### src/rtl/wcf_pkg.sv
package wcf_pkg;

  typedef enum logic {
    PRIO_FIXED = 1'b0,
    PRIO_ROUND = 1'b1
  } prio_mode_e;

  // Distance of a port from the search origin; smaller wins.
  function automatic int prio_rank(input int port, input int origin, input int n);
    return (port + n - origin) % n;
  endfunction

endpackage

### src/rtl/wcf_addr_match.sv
module wcf_addr_match #(
  parameter int NP = 4,
  parameter int AW = 8
) (
  input  logic [NP-1:0]    en,
  input  logic [NP*AW-1:0] addr,
  output logic [NP*NP-1:0] match
);
  for (genvar i = 0; i < NP; i++) begin : g_row
    for (genvar j = 0; j < NP; j++) begin : g_col
      if (i == j) begin : g_self
        assign match[i*NP+j] = 1'b0;
      end else begin : g_pair
        assign match[i*NP+j] = en[i] & en[j] &
                               (addr[i*AW +: AW] == addr[j*AW +: AW]);
      end
    end
  end
endmodule

### src/rtl/wcf_grant.sv
module wcf_grant #(
  parameter int NP = 4,
  parameter wcf_pkg::prio_mode_e MODE = wcf_pkg::PRIO_ROUND
) (
  input  logic [NP-1:0]    en,
  input  logic [NP*NP-1:0] match,
  input  logic [NP-1:0]    ptr,
  output logic [NP-1:0]    grant,
  output logic [NP-1:0]    lost
);
  int origin;

  always_comb begin
    origin = 0;
    if (MODE == wcf_pkg::PRIO_ROUND) begin
      for (int k = 0; k < NP; k++) begin
        if (ptr[k]) origin = k;
      end
    end
  end

  always_comb begin
    for (int i = 0; i < NP; i++) begin
      lost[i] = 1'b0;
      for (int j = 0; j < NP; j++) begin
        if (match[i*NP+j] &&
            (wcf_pkg::prio_rank(j, origin, NP) < wcf_pkg::prio_rank(i, origin, NP)))
          lost[i] = 1'b1;
      end
    end
    grant = en & ~lost;
  end
endmodule

### src/rtl/wcf_rr_ptr.sv
module wcf_rr_ptr #(
  parameter int NP = 4
) (
  input  logic          clk,
  input  logic          rst_n,
  input  logic          advance,
  output logic [NP-1:0] ptr
);
  localparam logic [NP-1:0] PTR_INIT = NP'(1);

  always_ff @(posedge clk or negedge rst_n) begin
    if (!rst_n) ptr <= PTR_INIT;
    else if (advance) ptr <= {ptr[NP-2:0], ptr[NP-1]};
  end
endmodule

### src/rtl/wr_collision_filter.sv
module wr_collision_filter #(
  parameter int NUM_PORTS = 4,
  parameter int ADDR_W    = 8,
  parameter int DATA_W    = 16,
  parameter wcf_pkg::prio_mode_e MODE = wcf_pkg::PRIO_ROUND
) (
  input  logic                        clk,
  input  logic                        rst_n,
  input  logic [NUM_PORTS-1:0]        wr_en,
  input  logic [NUM_PORTS*ADDR_W-1:0] wr_addr,
  input  logic [NUM_PORTS*DATA_W-1:0] wr_data,
  output logic [NUM_PORTS-1:0]        out_en,
  output logic [NUM_PORTS*ADDR_W-1:0] out_addr,
  output logic [NUM_PORTS*DATA_W-1:0] out_data,
  output logic [NUM_PORTS-1:0]        collide
);
  localparam int NP = NUM_PORTS;

  logic [NP*NP-1:0] match;
  logic [NP-1:0]    contested;
  logic [NP-1:0]    grant;
  logic [NP-1:0]    lost;
  logic [NP-1:0]    rr_ptr;
  logic             rr_advance;

  wcf_addr_match #(.NP(NP), .AW(ADDR_W)) u_match (
    .en(wr_en), .addr(wr_addr), .match(match)
  );

  for (genvar i = 0; i < NP; i++) begin : g_cont
    assign contested[i] = |match[i*NP +: NP];
  end

  wcf_grant #(.NP(NP), .MODE(MODE)) u_grant (
    .en(wr_en), .match(match), .ptr(rr_ptr), .grant(grant), .lost(lost)
  );

  assign rr_advance = |(rr_ptr & grant & contested);

  if (MODE == wcf_pkg::PRIO_ROUND) begin : g_rr
    wcf_rr_ptr #(.NP(NP)) u_ptr (
      .clk(clk), .rst_n(rst_n), .advance(rr_advance), .ptr(rr_ptr)
    );
  end else begin : g_fixed
    assign rr_ptr = NP'(1);
  end

  assign out_en   = grant;
  assign collide  = wr_en & lost;
  assign out_addr = wr_addr;
  assign out_data = wr_data;
endmodule

### config.mk
export PLATFORM = sky130hd
export DESIGN_NAME = wr_collision_filter
export DESIGN_NICKNAME = d
export VERILOG_FILES = /design/src/rtl/wcf_pkg.sv /design/src/rtl/wcf_addr_match.sv /design/src/rtl/wcf_grant.sv /design/src/rtl/wcf_rr_ptr.sv /design/src/rtl/wr_collision_filter.sv
export SDC_FILE = /design/constraint.sdc
export NUM_CORES = 1
export LEC_CHECK = 0
export BUFFER_PORTS_ARGS = -buffer_cell sky130_fd_sc_hd__buf_2
export CAP_MARGIN = 25
export CORE_MARGIN = 2
export CORE_UTILIZATION = 32
export CTS_BUF_LIST = sky130_fd_sc_hd__clkbuf_4 sky130_fd_sc_hd__clkbuf_8
export CTS_CLUSTER_SIZE = 10
export DETAILED_ROUTE_END_ITERATION = 7
export PLACE_DENSITY_LB_ADDON = 0.1
export SLEW_MARGIN = 20
export SYNTH_ARGS = -nofsm -noshare
export SYNTH_HDL_FRONTEND = slang
export SYNTH_SLANG_ARGS = --single-unit
### constraint.sdc
create_clock -name clk -period 2.05 [get_ports clk]
set_clock_uncertainty 0.1 [all_clocks]
set_input_delay 0.41 -clock clk [delete_from_list [all_inputs] [get_ports clk]]
set_output_delay 0.41 -clock clk [all_outputs]
set_load 0.05 [all_outputs]
=== Word-level counts from Yosys, hierarchy flattened ===
Cells that the tools add are included.

* Input bits: 102
* Bits in registers: 4
* Output and inout port bits: 104
* Word-level logic and storage cells: 92

* Equality and inequality tests: 12
* Bitwise gates (word level): 27
* Order comparisons: 12
* $add $sub $neg: 4
* Reduce and logical (&&, ||, !) cells: 21
* Multiplexer cells: 15

{| class="wikitable"
|+ Operators with widths
! kind !! number
|-
| $eq A8 B8 Y1 || 12
|-
| $lt A3 B3 Y1 || 12
|-
| $and A1 B1 Y1 || 22
|-
| $and A4 B4 Y4 || 4
|-
| $sub A3 B2 Y4 const A || 4
|-
| $mux W1 || 13
|-
| $logic_and A1 B1 Y1 || 12
|-
| $reduce_or A3 Y1 || 4
|-
| $reduce_or A2 Y1 || 4
|-
| $mux W2 || 2
|-
| $not A4 Y4 || 1
|-
| $reduce_or A4 Y1 || 1
|}

=== Logic depth before layout (Yosys ltp) ===
* Depth after elaboration: 16
* Mapped depth: 9
* Gate-level depth less buffers: 9

=== Hierarchy ===
From an unflattened synthesis, not the netlist that was laid out.

* Cells, all modules: 224
* Area total of the unflattened synthesis: 1766.7 µm²

{| class="wikitable"
|+ By module, submodules not included
! module !! area an instance (µm²) !! instances !! cells an instance !! seq. area each (µm²)
|-
| wr_collision_filter || 802.0 || 1 || 109 || 0.0
|-
| wcf_addr_match || 656.9 || 1 || 83 || 0.0
|-
| wcf_grant || 161.4 || 1 || 24 || 0.0
|-
| wcf_rr_ptr || 146.4 || 1 || 8 || 101.3
|}

=== Worst setup path after synthesis ===
OpenSTA, ideal clock, no wires.

* Path type: flip-flop to output port
* Start: reg g_rr.u_ptr.ptr[3]
* End: out out_en[1]
* Cell stages (with the launch flop): 8
* Required time: 1.540 ns
* Path slack: -0.746 ns
* Path buffers: 0
* Arrival: 2.286 ns
* Path through: dfrtp_1 -> or2_2 -> inv_1 -> ha_1 -> nand2b_1 -> o21ai_0 -> or2_2 -> nor2_1

* Word-level cells in the longest chain between the ends: 11
* Elaborated cells between the ends (all ways): 24
* Those cells by class: add/sub: 4; order compare: 3; mux: 4; bitwise: 6; reduce/logical: 7

{| class="wikitable"
|+ Ends and longest elaborated chain
! element !! RTL line !! text
|-
| start, declared || wcf_rr_ptr.sv:7 || <nowiki>output logic [NP-1:0] ptr</nowiki>
|-
| start signal, assigned || wcf_rr_ptr.sv:13 || <nowiki>else if (advance) ptr <= {ptr[NP-2:0], ptr[NP-1]};</nowiki>
|-
| $mux W2 * || wcf_grant.sv:17 || <nowiki>if (ptr[k]) origin = k;</nowiki>
|-
| $sub A3 B2 Y4, on equally long branches || - ||
|-
| $reduce_or A2 Y1 (no source line) || - ||
|-
| $and A1 B1 Y1 (no source line) || - ||
|-
| $lt A3 B3 Y1 || wcf_grant.sv:27 || <nowiki>(wcf_pkg::prio_rank(j, origin, NP) < wcf_pkg::prio_rank(i, origin, NP)))</nowiki>
|-
| $logic_and A1 B1 Y1 || wcf_grant.sv:26 || <nowiki>if (match[i*NP+j] &&</nowiki>
|-
| $mux W1 (2 in a row) || wcf_grant.sv:26 ||
|-
| $mux W1 * || wcf_grant.sv:26 ||
|-
| $not A4 Y4 * || wcf_grant.sv:31 || <nowiki>grant = en & ~lost;</nowiki>
|-
| $and A4 B4 Y4 * || wcf_grant.sv:31 ||
|-
| end, declared || wr_collision_filter.sv:12 || <nowiki>output logic [NUM_PORTS-1:0] out_en,</nowiki>
|}

Mark *: on every way between the ends. The rest lies on a longest branch, timed or not.

=== Worst setup path after layout ===
Ends and elaborated chain as after synthesis.

==> results.sh <==
export IMPL_grt_pass1_wl_um=7465
export IMPL_worstPathRequired_ns=1.54
export IMPL_largest_register_ff_count=4
export IMPL_drc=0
export IMPL_ys_warn_count=0
export IMPL_cts_buffers=3
export IMPL_drv_cap=0
export IMPL_cpPeakStageDelay_ns=0.40
export IMPL_tightest_slew_ns=0.4034
export IMPL_path_cells="or2_4, buf_12, ha_4, nand4_1, o21ai_2, or2_4, nor2_4, buf_6"
export IMPL_cp_start_kind="register"
export IMPL_setup_viol=12
export IMPL_area_delta_synth_final_pct=27.98
export IMPL_fin_crit_sh=1.176
export IMPL_power_density_nw_per_um2=312.2
export IMPL_synth_top_cell_area_share=0.3970
export IMPL_utilization=0.4220
export IMPL_path_max_fanout=4
export IMPL_reg2reg_depth=8
export IMPL_dr_max_layer_used="met4"
export IMPL_top_register="g_rr.u_ptr.ptr"
export IMPL_dr_pass1_iters=5
export IMPL_placementRows=27
export IMPL_crit_arrival_ns=1.90
export IMPL_antenna_cells=0
export IMPL_dr_wl_met2_um=2443
export IMPL_yosysTopAreaCell="buf_4"
export IMPL_post_route_min_period_ns=2.411
export IMPL_hpwl_um=4079
export IMPL_htree_levels=1
export IMPL_clk_latency_ns=0.22
export IMPL_wl_met3_um=340
export IMPL_fin_ws_ns=-0.3610
export IMPL_syn_avg_cell_area_um2=7.893
export IMPL_drt_wl_total_um=4876
export IMPL_die_w_um=79.32
export IMPL_drv_slew=0
export IMPL_maxSlewHeadroom=0.7290
export IMPL_rsz0062_at_grt="true"
export IMPL_coreArea_um2=5507
export IMPL_synth_nets=336
export IMPL_nets=372
export IMPL_synth_most_common_cell="buf_4"
export IMPL_m1WireLength_um=1998
export IMPL_cts_tree="yes"
export IMPL_worst_path_buf_inv=2
export IMPL_drive_gt1_frac=0.6717
export IMPL_die_height_um=79.32
export IMPL_overflow=0
export IMPL_port_buffers=77
export IMPL_criticalPathCategory="reg2out"
export IMPL_ir_worst_vdd_v=0.0001687
export IMPL_synth_main_ff_cell="dfrtp_1"
export IMPL_antenna_found_initial=0
export IMPL_cp_top_family="simple AND/OR/NAND/NOR gates"
export IMPL_cts_sinks=4
export IMPL_grt_pass1_vias=1493
export IMPL_viasPerCell=4.499
export IMPL_finalHoldViolations=0
export IMPL_endpoint_kind="output pin"
export IMPL_synthArstFlopShare=1.000
export IMPL_io_pins=206
export IMPL_violations="negative setup slack"
export IMPL_ant_nets=0
export IMPL_path_depth=8
export IMPL_synth_cells=230
export IMPL_vias=1516
export IMPL_clk_pin_slew_ns=0.03
export IMPL_drtIter0Drc=34
export IMPL_cts_root_buf="clkbuf_8"
export IMPL_die_area_um2=6292
export IMPL_synth_seq_area_share=0.05582
export IMPL_cp_slowest_cell="dfrtp_1"
export IMPL_cp_common_cell="or2_4"
export IMPL_start_util=0.3297
export IMPL_clockBufferDepth=2
export IMPL_p_leak_nw=1.126
export IMPL_syn_area_um2=1815
export IMPL_fmax_ghz=0.4148
export IMPL_grt_usage=0.1508
export IMPL_hold_class="in2async"
export IMPL_synth_commonest_cells="buf_4, xor2_1, nor3_1, inv_1"
export IMPL_wl_per_cell_um=14.47
export IMPL_ys_ff_latch=4
export IMPL_synth_edf_count=0
export IMPL_netlist_top_cells_area="buf_4, xor2_1, dfrtp_1"
export IMPL_gp_congestion=0.8030
export IMPL_status="complete, but fails checks"
export IMPL_reg_largest_list="g_rr.u_ptr.ptr (4)"
export IMPL_finalPower_w=0.0007254
export IMPL_ys_types=33
export IMPL_grt_max_degree=6
final timing paths:
check,from,end,slack (ns)
setup reg to reg,g_rr.u_ptr.ptr[3],g_rr.u_ptr.ptr[3],-0.31
hold reg to reg,g_rr.u_ptr.ptr[0],g_rr.u_ptr.ptr[0],0.55
min in group clk,g_rr.u_ptr.ptr[0],g_rr.u_ptr.ptr[0],0.55
max in group asynchronous,rst_n,g_rr.u_ptr.ptr[0],1.21
hold / removal,rst_n,g_rr.u_ptr.ptr[3],0.43
setup / recovery,g_rr.u_ptr.ptr[3],out_en[1],-0.36
cell families (layout without fill, tap and decap cells):
family | after synthesis | after routing | share of synthesized area
AOI/OAI and AO/OA | 12 | 12 | 0.06065
xor gates and xnor gates | 45 | 45 | 0.2171
adders and majority gates | 4 | 4 | 0.02757
buffers and inverters | 108 | 143 | 0.4218
DFF | 4 | 4 | 0.05583
muxes | 4 | 4 | 0.02481
and+or+nand+nor | 53 | 53 | 0.1923
routing by layer:
metal  vias to the layer above  track usage
met1                       681       0.1803
met4                         0      0.05172
met3                        28      0.02500
met2                        66       0.2712
li1                        741            -
met5                         -            0
final cells by class:
cell class              instances  area, µm²
multi-input cells             118       1160
well taps                      72      90.09
inverters                      12      52.55
fillers                       553       3183
repair buffers                127      870.8
clock buffers                   4      48.80
flip-flops and latches          4      101.3
power by group:
part,internal (W),switching [W]
registers,0.0000796,0
clock network,0.000146,0.0000440
logic,0.000163,0.000292
worst reg2reg max path, cell delays in order, from the launching register on:
cell	delay, ns
dfrtp_1	0.40
or2_4	0.27
buf_12	0.14
ha_4	0.16
buf_4	0.13
o2111ai_2	0.23
o22ai_2	0.14
nor3_4	0.34
mux2_4	0.33
metrics by stage:
| stage | setup slack (ns) | cells | area (µm²) | setup TNS [ns] | hold WS [ns] |
|---|---|---|---|---|---|
| 5_1_grt | -0.4083 | 337 | 2323 | -4.527 | 0.4538 |
| 3_3_place_gp | -0.5967 | 324 | 1911 | -5.820 | 0.1199 |
| 3_5_place_dp | -0.6092 | 324 | 1911 | -5.870 | 0.1169 |
| 4_1_cts | -0.3406 | 337 | 2283 | -3.754 | 0.4187 |
| 6_report | -0.3610 | 337 | 2323 | -3.714 | 0.4334 |
| 2_1_floorplan | -0.4392 | 230 | 1836 | -2.716 | 0.01441 |
layout by cell type, fill, tap and decap left out, drive strengths merged, types with 2 or more instances in the layout:
| master | n |
|---|---|
| nand2 | 5 |
| ha | 4 |
| o211ai | 2 |
| nor2 | 3 |
| nand4 | 5 |
| nor3 | 16 |
| buf | 126 |
| mux2 | 4 |
| and3 | 5 |
| xor2 | 45 |
| inv | 12 |
| nand4b | 2 |
| or2 | 2 |
| nor4 | 7 |
| o31ai | 3 |
| clkbuf | 4 |
| o2111ai | 2 |
| nor2b | 3 |
| dfrtp | 3 |
timing repair:
| action | 4_1_cts | 5_1_grt |
|---|---|---|
| setup endpoints to repair | 12 | 12 |
| endpoints found under the hold margin | 3 | 0 |
| hold buffers | 1 | 0 |
| gates resized for setup | 62 | 6 |
| pin swaps | 19 | 2 |
| buffers inserted | 8 | 0 |
| gates cloned | 0 | 0 |
Power figures use the tool's default switching activity.
